### config.mk
export PLATFORM = sky130hd
export DESIGN_NAME = irq_prio_ctrl
export DESIGN_NICKNAME = d
export VERILOG_FILES = /design/src/rtl/irq_prio_pkg.sv /design/src/rtl/irq_pend_reg.sv /design/src/rtl/irq_lvl_search.sv /design/src/rtl/irq_status_reg.sv /design/src/rtl/irq_prio_ctrl.sv
export SDC_FILE = /design/constraint.sdc
export NUM_CORES = 1
export LEC_CHECK = 0
export CORE_UTILIZATION = 50
export DETAILED_ROUTE_END_ITERATION = 8
export DONT_BUFFER_PORTS = 1
export HOLD_SLACK_MARGIN = 0.12
export PLACE_DENSITY = 0.66
export SLEW_MARGIN = 20
export SYNTH_ARGS = -nofsm -noshare
export SYNTH_HDL_FRONTEND = slang
export SYNTH_SLANG_ARGS = --single-unit
### constraint.sdc
create_clock -name clk -period 3 [get_ports clk]
set_clock_uncertainty 0.05 [all_clocks]
set_input_delay 0.45 -clock clk [delete_from_list [all_inputs] [get_ports clk]]
set_output_delay 0.45 -clock clk [all_outputs]
set_load 0.01 [all_outputs]
### src/rtl/irq_prio_pkg.sv
package irq_prio_pkg;
   // kind of each interrupt line, two bits per line in LINE_TYPE
   typedef enum logic [1:0] {
      LK_LEVEL = 2'd0,
      LK_EDGE  = 2'd1,
      LK_SOFT  = 2'd2,
      LK_NMI   = 2'd3
   } line_kind_e;

   // operation codes on the register write port
   typedef enum logic [1:0] {
      WOP_SET  = 2'd0,
      WOP_CLR  = 2'd1,
      WOP_EN   = 2'd2,
      WOP_STAT = 2'd3
   } wr_op_e;

   // width of one per-line level field in LINE_LEVEL
   localparam int LVL_FLD = 4;
endpackage

### src/rtl/irq_pend_reg.sv
module irq_pend_reg
   import irq_prio_pkg::*;
#(
   parameter int N = 8,
   parameter logic [2*N-1:0] LINE_TYPE = '0
) (
   input  logic         clk,
   input  logic         rst_n,
   input  logic [N-1:0] irq_in,
   input  logic [N-1:0] sw_set,
   input  logic [N-1:0] sw_clr,
   input  logic         nmi_ack,
   output logic [N-1:0] pend_q
);
   logic [N-1:0] prev_q;

   always_ff @(posedge clk or negedge rst_n) begin
      if (!rst_n) prev_q <= '0;
      else        prev_q <= irq_in;
   end

   for (genvar i = 0; i < N; i++) begin : g_line
      localparam logic [1:0] KIND   = LINE_TYPE[2*i +: 2];
      localparam logic       IS_LVL = (KIND == LK_LEVEL);
      localparam logic       SET_OK = (KIND == LK_SOFT);
      localparam logic       CLR_OK = (KIND == LK_SOFT) || (KIND == LK_EDGE);
      localparam logic       RISE_OK = (KIND == LK_EDGE) || (KIND == LK_NMI);
      localparam logic       IS_NMI = (KIND == LK_NMI);
      logic rise;
      logic held;

      assign rise = irq_in[i] & ~prev_q[i];
      assign held = pend_q[i] & ~(sw_clr[i] & CLR_OK) & ~(nmi_ack & IS_NMI);

      always_ff @(posedge clk or negedge rst_n) begin
         if (!rst_n)      pend_q[i] <= 1'b0;
         else if (IS_LVL) pend_q[i] <= irq_in[i];
         else             pend_q[i] <= held | (sw_set[i] & SET_OK) | (rise & RISE_OK);
      end
   end
endmodule

### src/rtl/irq_lvl_search.sv
module irq_lvl_search
   import irq_prio_pkg::*;
#(
   parameter int N          = 8,
   parameter int LW         = 3,
   parameter int NLVL       = 4,
   parameter int NMI_LVL    = 4,
   parameter int EXCM_LEVEL = 1,
   parameter logic [N*LVL_FLD-1:0] LINE_LEVEL = '0
) (
   input  logic [N-1:0]  pend,
   input  logic [N-1:0]  enable,
   input  logic [N-1:0]  nmi_lines,
   input  logic [LW-1:0] ps_level,
   input  logic          ps_excm,
   output logic          irq_req,
   output logic [LW-1:0] req_level
);
   logic [N-1:0]  lvl_mask [1:NLVL];
   logic [N-1:0]  cand;
   logic [LW-1:0] cur_raw;
   logic [LW-1:0] cur_eff;

   for (genvar l = 1; l <= NLVL; l++) begin : g_lvl
      for (genvar i = 0; i < N; i++) begin : g_bit
         assign lvl_mask[l][i] = (int'(LINE_LEVEL[LVL_FLD*i +: LVL_FLD]) == l);
      end
   end

   assign cand    = pend & (enable | nmi_lines);
   assign cur_raw = (ps_excm && int'(ps_level) < EXCM_LEVEL) ? LW'(EXCM_LEVEL) : ps_level;
   assign cur_eff = (int'(cur_raw) >= NMI_LVL) ? LW'(NMI_LVL - 1) : cur_raw;

   always_comb begin
      irq_req   = 1'b0;
      req_level = '0;
      for (int l = NLVL; l >= 1; l--) begin
         if (!irq_req && l > int'(cur_eff) && |(lvl_mask[l] & cand)) begin
            irq_req   = 1'b1;
            req_level = LW'(l);
         end
      end
   end
endmodule

### src/rtl/irq_status_reg.sv
module irq_status_reg #(
   parameter int LW       = 3,
   parameter int CW       = 6,
   parameter int L1_CAUSE = 4
) (
   input  logic          clk,
   input  logic          rst_n,
   input  logic          stat_we,
   input  logic [LW:0]   stat_data,
   input  logic          take,
   input  logic [LW-1:0] take_level,
   output logic [LW-1:0] ps_level,
   output logic          ps_excm,
   output logic [CW-1:0] cause,
   output logic [LW-1:0] taken_level,
   output logic [LW-1:0] vec_idx
);
   always_ff @(posedge clk or negedge rst_n) begin
      if (!rst_n) begin
         ps_level    <= '0;
         ps_excm     <= 1'b0;
         cause       <= '0;
         taken_level <= '0;
         vec_idx     <= '0;
      end else if (take) begin
         ps_excm     <= 1'b1;
         taken_level <= take_level;
         if (take_level > LW'(1)) begin
            ps_level <= take_level;
            vec_idx  <= take_level;
         end else begin
            cause   <= CW'(L1_CAUSE);
            vec_idx <= '0;
         end
      end else if (stat_we) begin
         ps_level <= stat_data[LW-1:0];
         ps_excm  <= stat_data[LW];
      end
   end
endmodule

### src/rtl/irq_prio_ctrl.sv
module irq_prio_ctrl
   import irq_prio_pkg::*;
#(
   parameter int N               = 8,
   parameter int NUM_MASK_LEVELS = 3,
   parameter bit HAS_NMI         = 1'b1,
   parameter int NMI_LVL         = NUM_MASK_LEVELS + 1,
   parameter int EXCM_LEVEL      = 1,
   parameter int CW              = 6,
   parameter int L1_CAUSE        = 4,
   parameter logic [N*LVL_FLD-1:0] LINE_LEVEL =
      {4'd4, 4'd1, 4'd3, 4'd3, 4'd2, 4'd2, 4'd1, 4'd1},
   parameter logic [2*N-1:0] LINE_TYPE =
      {2'd3, 2'd0, 2'd0, 2'd2, 2'd1, 2'd0, 2'd2, 2'd1},
   localparam int LW   = $clog2(NUM_MASK_LEVELS + 2),
   localparam int NLVL = NUM_MASK_LEVELS + (HAS_NMI ? 1 : 0)
) (
   input  logic          clk,
   input  logic          rst_n,
   input  logic [N-1:0]  irq_in,
   input  logic          reg_we,
   input  logic [1:0]    reg_op,
   input  logic [N-1:0]  reg_wdata,
   input  logic          accept,
   output logic          irq_req,
   output logic [LW-1:0] req_level,
   output logic [LW-1:0] ps_level,
   output logic          ps_excm,
   output logic [CW-1:0] cause,
   output logic [LW-1:0] taken_level,
   output logic [LW-1:0] vec_idx
);
   // elaboration-time parameter checks
   if (N < 1 || N > 32) begin : g_bad_n
      $error("irq_prio_ctrl: N must be 1..32");
   end
   if (NMI_LVL != NUM_MASK_LEVELS + 1) begin : g_bad_nmi
      $error("irq_prio_ctrl: NMI_LVL must sit one above the maskable levels");
   end
   if (N < LW + 1) begin : g_bad_wdata
      $error("irq_prio_ctrl: write data too narrow for the status fields");
   end
   if (EXCM_LEVEL < 0 || EXCM_LEVEL > NUM_MASK_LEVELS) begin : g_bad_excm
      $error("irq_prio_ctrl: EXCM_LEVEL out of range");
   end

   logic [N-1:0] nmi_lines;
   logic [N-1:0] pend_q;
   logic [N-1:0] enable_q;
   logic [N-1:0] sw_set;
   logic [N-1:0] sw_clr;
   logic         take;
   logic         nmi_ack;

   for (genvar i = 0; i < N; i++) begin : g_cfg
      localparam logic [1:0] KIND = LINE_TYPE[2*i +: 2];
      localparam int         LVL  = int'(LINE_LEVEL[LVL_FLD*i +: LVL_FLD]);
      if (KIND == LK_NMI && (!HAS_NMI || LVL != NMI_LVL)) begin : g_bad_nmi_line
         $error("irq_prio_ctrl: non-maskable line misconfigured");
      end
      if (KIND != LK_NMI && (LVL < 1 || LVL > NUM_MASK_LEVELS)) begin : g_bad_lvl
         $error("irq_prio_ctrl: maskable line level out of range");
      end
      assign nmi_lines[i] = (KIND == LK_NMI);
   end

   assign sw_set = (reg_we && reg_op == WOP_SET) ? reg_wdata : '0;
   assign sw_clr = (reg_we && reg_op == WOP_CLR) ? reg_wdata : '0;
   assign take   = accept & irq_req;

   if (HAS_NMI) begin : g_nmi_ack
      assign nmi_ack = take && (int'(req_level) == NMI_LVL);
   end else begin : g_no_nmi_ack
      assign nmi_ack = 1'b0;
   end

   always_ff @(posedge clk or negedge rst_n) begin
      if (!rst_n)                          enable_q <= '0;
      else if (reg_we && reg_op == WOP_EN) enable_q <= reg_wdata;
   end

   irq_pend_reg #(.N(N), .LINE_TYPE(LINE_TYPE)) u_pend (
      .clk     (clk),
      .rst_n   (rst_n),
      .irq_in  (irq_in),
      .sw_set  (sw_set),
      .sw_clr  (sw_clr),
      .nmi_ack (nmi_ack),
      .pend_q  (pend_q)
   );

   irq_lvl_search #(
      .N(N), .LW(LW), .NLVL(NLVL), .NMI_LVL(NMI_LVL),
      .EXCM_LEVEL(EXCM_LEVEL), .LINE_LEVEL(LINE_LEVEL)
   ) u_search (
      .pend      (pend_q),
      .enable    (enable_q),
      .nmi_lines (nmi_lines),
      .ps_level  (ps_level),
      .ps_excm   (ps_excm),
      .irq_req   (irq_req),
      .req_level (req_level)
   );

   irq_status_reg #(.LW(LW), .CW(CW), .L1_CAUSE(L1_CAUSE)) u_status (
      .clk         (clk),
      .rst_n       (rst_n),
      .stat_we     (reg_we && reg_op == WOP_STAT),
      .stat_data   (reg_wdata[LW:0]),
      .take        (take),
      .take_level  (req_level),
      .ps_level    (ps_level),
      .ps_excm     (ps_excm),
      .cause       (cause),
      .taken_level (taken_level),
      .vec_idx     (vec_idx)
   );
endmodule

==> metrics.txt, run 1 <==
first-pass iteration count of the detailed router=4; ratio of final minimum period to clock period=81.28%; Fill cells=188; Ys Warns=0; # setup viols final=0; CTS tree=built; design area=0.001440 mm2; f_max=410.1 MHz; CTS buffer count=5; post-synthesis sequential area ratio=56.75%; Final Hold Vio Count=0; global-route wire length before repair=4029 um; antenna cells=0; status=finished clean; Routed WL=2504 um; Combinational Power Share=21.2%; Sink Count=29; initial antenna violation count=0; largest net degree at the start of global routing=30; port bufs=0; Core Footprint=0.002318 mm2; Setup TNS Final=0 ns; Leakage Power=0.6344 nW; MaxCap Viol Count=0; max-slew violations=0; DR iter-0 viols=36; die area=0.002764 mm2; Pint=0.7158 mW; Worst IR Drop VDD=0.0005477 V; total number of vias=932; Post-synth EDFFs=0; critical path peak fanout=6; clock share of power=25.1%; Via density=5.899; Initial Utilization=55.15%; Die X=52.57 um; Layout area overhead=12.62%; grt ovf=0; Worst Max-Slew Pin Slew=0.5048 ns; Power Dens Cells=741.0 mW/mm2; Post-Syn Area per Cell=10.84 um2; Final Critical Period=2.438 ns; Netlist cell types=35; Slew headroom=66.35%; layout cell share with drive strength beyond 1=10.77%; worst path arrival time=1.94 ns; Top FF cell, synth=dfrtp_1; detailed placer's ending HPWL=1758 um; RSZ-0062 raised after global routing=no; register share of total power=53.7%; post-CTS sizing=0; drt drc=0; Crit path required time=2.50 ns; FP Rows=17; CTS root buf=clkbuf_4; CTS clk-pin slew, worst paths=0.09 ns; H-tree depth=2; All-Layer GR Usage=21.15%; Post-CTS Setup Bufs=0; Setup crit end kind=primary output; Placer Congestion=0.9254; io pins=42; Clk Latency, worst-skew pair=0.32 ns; Routed Antenna Nets=0; critical path class=reg2out; DIE HEIGHT=52.57 um; HP Class=in2reg; Max Buffers Root-to-Sink=2; WL per Instance=15.85 um; sw power=0.3513 mW; vias in the first global route=855; DP Area=0.001280 mm2; Synth Instances=118; Async SR Flop Fraction=100.0%; nets=151; synthesized flop and latch total=29; Mapped Area=0.001279 mm2; CP Launch Type=flop; switch share=32.92%
## cell families (layout without fill, tap and decap cells)
logic type / Yosys count / count (layout) / synth area share [%]
AOI/OAI and AO/OA: 41 / 41 / 22.90
buffers and inverters: 18 / 26 / 6.752
DFF: 29 / 29 / 56.75
muxes: 4 / 4 / 3.522
other: 1 / 5 / 0.2933
and+or+nand+nor: 25 / 25 / 9.786
## cell usage after synthesis (4+ instances only)
master,instances,share of area (%)
dfrtp_1,29,57
inv_1,10,2.9
nand2_1,7,2.1
o21ai_0,7,2.7
a21oi_1,5,2.0
a22oi_1,5,2.9
buf_4,5,2.9
nor2_1,5,1.5
a22o_1,4,2.7
mux2_2,4,3.5
o22ai_1,4,2.0
## cell usage in the layout (no fill, tap or decap), types with 2 or more instances in the layout
master / n
mux2_2: 4
dlygate4sd3_1: 7
a21oi_1: 5
clkbuf_8: 2
nor2_1: 5
nand2_1: 7
o21a_1: 2
clkbuf_4: 5
or2_1: 2
a31oi_1: 2
conb_1: 5
inv_1: 10
dfrtp_1: 29
o22ai_1: 4
nand3_1: 3
o21ai_0: 7
nor2b_1: 2
a22o_1: 4
a22oi_1: 5
o221ai_1: 2
## state kept, by name, indices dropped and copies added (netlist names)
name,flops
u_pend.prev_q,6
u_status.ps_excm,1
u_status.cause,1
u_status.vec_idx,3
enable_q,7
u_status.ps_level,3
u_pend.pend_q,5
u_status.taken_level,3
## routing by layer
metal / track usage, % / up-vias / wire (um)
met5: 0 / - / 0
met4: 9.211 / 0 / 38
met3: 7.536 / 5 / 184
met2: 28.90 / 33 / 1113
met1: 29.83 / 450 / 1168
li1: - / 444 / -
## stage by stage
step           hold WS [ns]  worst slack [ns]  total power [mW]  cells  utilization [%]
6_report             0.1564            0.5616             1.067    158            62.12
5_1_grt              0.1479            0.4522             1.138    158            62.12
4_1_cts              0.1502            0.5834             1.074    158            62.12
3_5_place_dp         0.1050            0.9548            0.7879    142            55.21
3_3_place_gp         0.1049            0.9701            0.7800    142            55.21
2_1_floorplan        0.1044             1.091            0.7434    122                -
## power by group through the flow
stage / clock network, mW / logic, mW / registers, mW
3_3_place_gp: 0 / 0.203 / 0.577
2_1_floorplan: 0 / 0.186 / 0.558
4_1_cts: 0.274 / 0.226 / 0.573
5_1_grt: 0.295 / 0.258 / 0.586
6_report: 0.268 / 0.226 / 0.573
3_5_place_dp: 0 / 0.206 / 0.582
## path summary, 6_finish.rpt
path                                                   start                                  end  slack [ns]  depth (start not counted)
worst max-delay path            u_status.ps_excm$_DFFE_PN0P_                         req_level[0]        0.56                          4
min in group asynchronous                              rst_n     u_status.ps_level[0]$_DFFE_PN0P_        0.50                          2
worst max register to register  u_status.ps_excm$_DFFE_PN0P_  u_status.taken_level[2]$_DFFE_PN0P_        1.09                          4
max in group asynchronous                              rst_n           u_pend.prev_q[3]$_DFF_PN0_        2.23                          2
worst min register to register    u_pend.prev_q[0]$_DFF_PN0_           u_pend.pend_q[0]$_DFF_PN0_        0.37                          1
worst min-delay path                            reg_wdata[1]           u_pend.pend_q[1]$_DFF_PN0_        0.16                          1
## area by class of cell
class | count | area, um2 | area share (%)
Clock inverter | 1 | 5.005 | 0.3475
Tap cell | 28 | 35.03 | 2.433
Timing Repair Buffer | 8 | 90.09 | 6.255
Clock buffer | 7 | 65.06 | 4.518
Inverter | 10 | 37.54 | 2.606
Sequential cell | 29 | 725.7 | 50.39
Multi-Input combinational cell | 75 | 481.7 | 33.45
## critical path: stages (launching register included)
cell     delay [ns]
dfrtp_1        0.45
or4_1          0.61
nor2_2         0.25
a21oi_1        0.10
nor2_1         0.20
## repair_timing
item                                    CTS  global route
endpoints found under the hold margin    35             0
endpoints found under the setup margin    0             0
hold buffers                              8             0
Power figures use the tool's default switching activity.
==> inputs of run 2 (changes only) <==
PLACE_DENSITY = 0.69   (was 0.66)
clock period = 2.05 ns   (was 3 ns; I/O delays follow)
==> metrics.txt, run 2 (synthesis gave the netlist of run 1 again) <==
FP Rows=17 (unchanged); CTS buffer count=5 (unchanged); area of the multi-input gates=523.0 um2 (+8.6%); first-pass iteration count of the detailed router=4 (unchanged); Routed Antenna Nets=0 (unchanged); top flop regs=enable_q x7, u_pend.prev_q x6, u_pend.pend_q x5; Clk Latency, worst-skew pair=0.32 ns (about the same); WL per Instance=16.68 um (+5.2%); met2 Track Usage GR=41.56% (+13 points); CP Launch Type=flop; Routed WL=2835 um (+13%); Setup crit end kind=primary output; Sink Count=29 (unchanged); H-tree depth=2 (unchanged); status=finished clean; number of cells on the worst reg-to-reg path=6 (+2); antenna cells=0 (unchanged); max reg flops=7 (unchanged); Fill cells=171 (-9.0%); grt ovf=0 (unchanged); Worst Hold Slack=0.1369 ns (-0.01954 ns); worst path arrival time=1.66 ns (-0.28 ns); Die X=52.57 um (unchanged); Crit path required time=1.69 ns (-0.81 ns); vias in the first global route=1041 (+22%); commonest non-fill, non-tap cell in the layout=dfrtp_1; port bufs=0 (unchanged); ratio of final minimum period to clock period=98.38%; Power Dens Cells=1008 mW/mm2 (+36%); r2r setup slk=0.13 ns (-0.96 ns); Leakage Power=0.6796 nW (+7.1%); largest net degree at the start of global routing=30 (unchanged); # setup viols final=0 (unchanged); Core Footprint=0.002318 mm2 (unchanged); # placed instances=145 (+2.1%); Initial Utilization=55.15% (unchanged); Placer Congestion=0.8841 (-4.5%); drt drc=0 (unchanged); CTS tree=built; All-Layer GR Usage=25.26% (+4.1 points); DR iter-0 viols=28 (-22%); RR Endpoint=u_status.ps_level[2]$_DFFE_PN0P_; FF-to-FF Start=u_pend.pend_q[0]$_DFF_PN0_; global-route wire length before repair=4774 um (+18%); fin cells=170 (+7.6%); critical path peak fanout=3 (-3); Layout area overhead=22.99%; Top delay family on crit path=simple AND/OR/NAND/NOR gates; Max Buffers Root-to-Sink=2 (unchanged); Worst IR Drop VDD=0.0006999 V (+28%); nets=163 (+7.9%); CP Launch Point=u_status.ps_excm$_DFFE_PN0P_; Worst Path Buf+Inv=0 (unchanged); commonest cells after routing, fill and taps aside=dfrtp_1 (27), dlygate4sd3_1 (15), inv_1 (10); Final Hold Vio Count=0 (unchanged); DIE HEIGHT=52.57 um (unchanged); critical path depth=3 (-1); Worst path slowest cell=or4_4; critical path class=reg2out; io pins=42 (unchanged); met1 Use GR=27.90% (-1.9 points); Final Critical Period=2.017 ns; total number of vias=1036 (+11%); global route hottest layer=met2; HP Class=in2reg; initial antenna violation count=0 (unchanged); die area=0.002764 mm2 (unchanged); Register Area=728.2 um2 (+0.34%); max-slew violations=0 (unchanged); RSZ-0062 raised after global routing=yes; layout cell share with drive strength beyond 1=16.90% (+6.1 points); CTS clk-pin slew, worst paths=0.08 ns (about the same); total power=1.585 mW (+49%); met3 layer usage reported by global route=11.59% (+4.1 points); CTS root buf=clkbuf_4; Largest Register=enable_q; CP max stage delay=0.53 ns (-0.08 ns); Critical Path End=irq_req; Setup TNS Final=0 ns (unchanged); detailed placer's ending HPWL=1918 um (+9.1%); worst path cell trace=or4_4, or2_4, nand3_4; f_max=495.8 MHz; Via density=6.094 (+3.3%); MaxCap Viol Count=0 (unchanged)
[run 2: routing by layer]
metal,vias to the layer above,part of all wire [%]
li1,470,-
met1,508,39
met2,49,50
met3,9,9.1
met4,0,2.2
met5,-,0
[run 2: metrics by stage]
step | utilization, % | area, um2 | setup slack, ns
finish | 67.84 | 1573 | 0.03320
global route | 67.84 | 1573 | -0.01431
CTS | 66.92 | 1551 | -0.02648
detailed placement | 56.18 | 1303 | 0.1501
global placement | 56.18 | 1303 | 0.1736
floorplan | - | 1294 | 0.2838
[run 2: repair_timing]
item	in CTS	in global routing
setup endpoints to repair	3	3
resized for setup	6	6
buffers inserted	1	0
endpoints found under the hold margin	51	0
hold buffers	16	0
pin swaps	3	2
[run 2: worst reg2reg max path: cells and delay by family (launching register included)]
kind	cells	cell delay, ns
compound gates	2	0.61
buf+inv	2	0.35
flops	1	0.39
simple gates	2	0.42
[run 2: final cells by class]
type                    instances  share of cell area, %
repair buffers                 20                  12.73
flip-flops and latches         29                  46.30
multi-input cells              75                  33.25
clock buffers                   8                  3.103
inverters                      10                  2.387
well taps                      28                  2.228
[run 2: how the worst min path moves through the flow]
| stage | from | end | cells past startpoint |
|---|---|---|---|
| final | reg_wdata[1] | u_pend.pend_q[1]$_DFF_PN0_ | 2 |
| after global routing | reg_wdata[0] | enable_q[0]$_DFFE_PN0P_ | 2 |
| after detailed placement | rst_n | u_pend.pend_q[7]$_DFF_PN0_ | 0 |
| after CTS | reg_wdata[1] | u_pend.pend_q[1]$_DFF_PN0_ | 2 |
| after global placement | rst_n | u_pend.prev_q[7]$_DFF_PN0_ | 0 |
| after floorplan | rst_n | enable_q[0]$_DFFE_PN0P_ | 0 |
[run 2: where the power goes]
part	switching, mW	internal, mW	total [mW]
Clock	0.171	0.136	0.308
Combinational	0.240	0.210	0.450
Sequential	0.131	0.696	0.827
Total	0.543	1.04	1.59
==> inputs of run 3 (changes only) <==
--- a/config.mk
+++ b/config.mk
@@ -8,2 +8,3 @@
 export CORE_UTILIZATION = 50
+export CTS_CLUSTER_DIAMETER = 80
 export DETAILED_ROUTE_END_ITERATION = 8
==> constraint.sdc (replaced) <==
create_clock -name clk -period 2.05 [get_ports clk]
set_clock_uncertainty 0.05 [all_clocks]
set_input_delay 0.41 -clock clk [delete_from_list [all_inputs] [get_ports clk]]
set_output_delay 0.41 -clock clk [all_outputs]
set_load 0.01 [all_outputs]
==> metrics.txt, run 3 (synthesis gave the netlist of run 1 again) <==
Worst Setup Slack, final=-0.04750 ns (-0.08070 ns); nets=166 (+1.8%); Largest Register=enable_q; initial antenna violation count=0 (unchanged); largest net degree at the start of global routing=30 (unchanged); Clk Latency, worst-skew pair=0.33 ns (about the same); RR Endpoint=u_status.taken_level[1]$_DFFE_PN0P_; Fill cells=180 (+5.3%); Core Footprint=0.002318 mm2 (unchanged); max-slew violations=0 (unchanged); Crit path required time=1.59 ns (-0.10 ns); grt ovf=0 (unchanged); Leakage Power=0.7021 nW (+3.3%); RSZ-0062 raised after global routing=yes; failing checks=negative setup slack; # setup viols final=2 (+2); Final Hold Vio Count=0 (unchanged); H-tree depth=2 (unchanged); first-pass iteration count of the detailed router=4 (unchanged); Worst IR Drop VDD=0.0006627 V (-5.3%); drt drc=0 (unchanged); WL per Instance=16.27 um (-2.5%); HP Class=in2reg; CP Launch Type=flop; CTS tree=built; DIE HEIGHT=52.57 um (unchanged); FF-to-FF Start=u_status.ps_level[1]$_DFFE_PN0P_; port bufs=0 (unchanged); layout cell share with drive strength beyond 1=24.83% (+7.9 points); Layout area overhead=25.15%; hold endpoint=u_status.vec_idx[1]$_DFFE_PN0P_; detailed placer's ending HPWL=1899 um (-0.96%); top flop regs=enable_q x7, u_pend.prev_q x6, u_pend.pend_q x5; total power=1.657 mW (+4.5%); die area=0.002764 mm2 (unchanged); Power Dens Cells=1036 mW/mm2 (+2.7%); commonest cells after routing, fill and taps aside=dfrtp_1 (28), dlygate4sd3_1 (11), buf_4 (11); r2r setup slk=0.20 ns (+0.07 ns); critical path peak fanout=6 (+3); design area=0.001600 mm2 (+1.7%); Max Buffers Root-to-Sink=2 (unchanged); Routed WL=2814 um (-0.74%); Hold Path Depth=1 (-1); hold path start=accept; All-Layer GR Usage=23.81% (-1.5 points); Placer Congestion=0.8916 (+0.85%); FP Rows=17 (unchanged); global-route wire length before repair=4533 um (-5.0%); MaxCap Viol Count=0 (unchanged); Via density=5.931 (-2.7%); CTS buffer count=5 (unchanged); Sink Count=29 (unchanged); commonest non-fill, non-tap cell in the layout=dfrtp_1; max reg flops=7 (unchanged); DP Area=0.001318 mm2 (+1.2%); Initial Utilization=55.15% (unchanged); critical path class=reg2out; io pins=42 (unchanged); total number of vias=1026 (-0.97%); f_max=476.8 MHz (-3.8%); CTS clk-pin slew, worst paths=0.10 ns (+0.02 ns); DR iter-0 viols=17 (-39%); ratio of final minimum period to clock period=102.3% (+3.9 points); worst path arrival time=1.64 ns (-0.02 ns); status=finished, violations left; Setup crit end kind=primary output; CTS root buf=clkbuf_4; number of cells on the worst reg-to-reg path=5 (-1); vias in the first global route=971 (-6.7%); Final Critical Period=2.098 ns (+0.08070 ns); Routed Antenna Nets=0 (unchanged); Die X=52.57 um (unchanged); antenna cells=0 (unchanged); Worst Hold Slack=0.1489 ns (+0.01203 ns)
## run 3: repair_timing
item / 4_1_cts / 5_1_grt
endpoints found under the hold margin: 38 / 0
setup endpoints to repair: 3 / 3
pin swaps: 3 / 4
hold buffers: 12 / 0
gates resized for setup: 12 / 2
buffers inserted: 3 / 3
## run 3: metal layers
layer  vias up  track usage, %  routed length, um
met4         0           10.53                 33
met3         4           7.826                182
met1       508           30.68               1206
li1        476               -                  -
met2        38           36.29               1392
met5         -               0                  0
## run 3: area by class of cell
type                       count  area (um2)  share of cell area [%]
sequential                    29       726.9                   45.43
multi-input combinational     75       533.0                   33.31
timing repair buffer          23       212.7                   13.29
clock buffer                   5       37.54                   2.346
inverter                      10       37.54                   2.346
tap                           28       35.03                   2.189
clock inverter                 3       17.52                   1.095
## run 3: power by group
| group | switching [mW] | total [mW] | internal [mW] |
|---|---|---|---|
| clock network | 0.200 | 0.329 | 0.129 |
| logic | 0.250 | 0.499 | 0.249 |
| registers | 0.135 | 0.830 | 0.695 |
## run 3: worst max-delay path, cell delays in order (launching register included)
cell	delay [ns]
dfrtp_2	0.48
or4_4	0.47
or2_4	0.27
nand3_4	0.09
## run 3: worst max-delay path by stage
stage	start	end	slack (ns)	depth (start not counted)
floorplan	u_status.ps_excm$_DFFE_PN0P_	req_level[0]	0.18	4
global placement	u_status.ps_level[2]$_DFFE_PN0P_	req_level[0]	0.19	4
detailed placement	u_status.ps_level[2]$_DFFE_PN0P_	req_level[0]	0.16	4
CTS	u_status.ps_level[0]$_DFFE_PN0P_	irq_req	-0.06	3
global route	u_status.ps_level[1]$_DFFE_PN0P_	irq_req	-0.10	3
finish	u_status.ps_level[1]$_DFFE_PN0P_	irq_req	-0.05	3
## run 3: through the flow
step | worst slack, ns | util (%) | instances | TNS (ns)
2_1_floorplan | 0.1813 | - | 122 | 0
3_3_place_gp | 0.1896 | 56.83 | 147 | 0
3_5_place_dp | 0.1617 | 56.83 | 147 | 0
4_1_cts | -0.06009 | 67.84 | 170 | -0.1172
5_1_grt | -0.1021 | 69.02 | 173 | -0.1995
6_report | -0.04750 | 69.02 | 173 | -0.06173
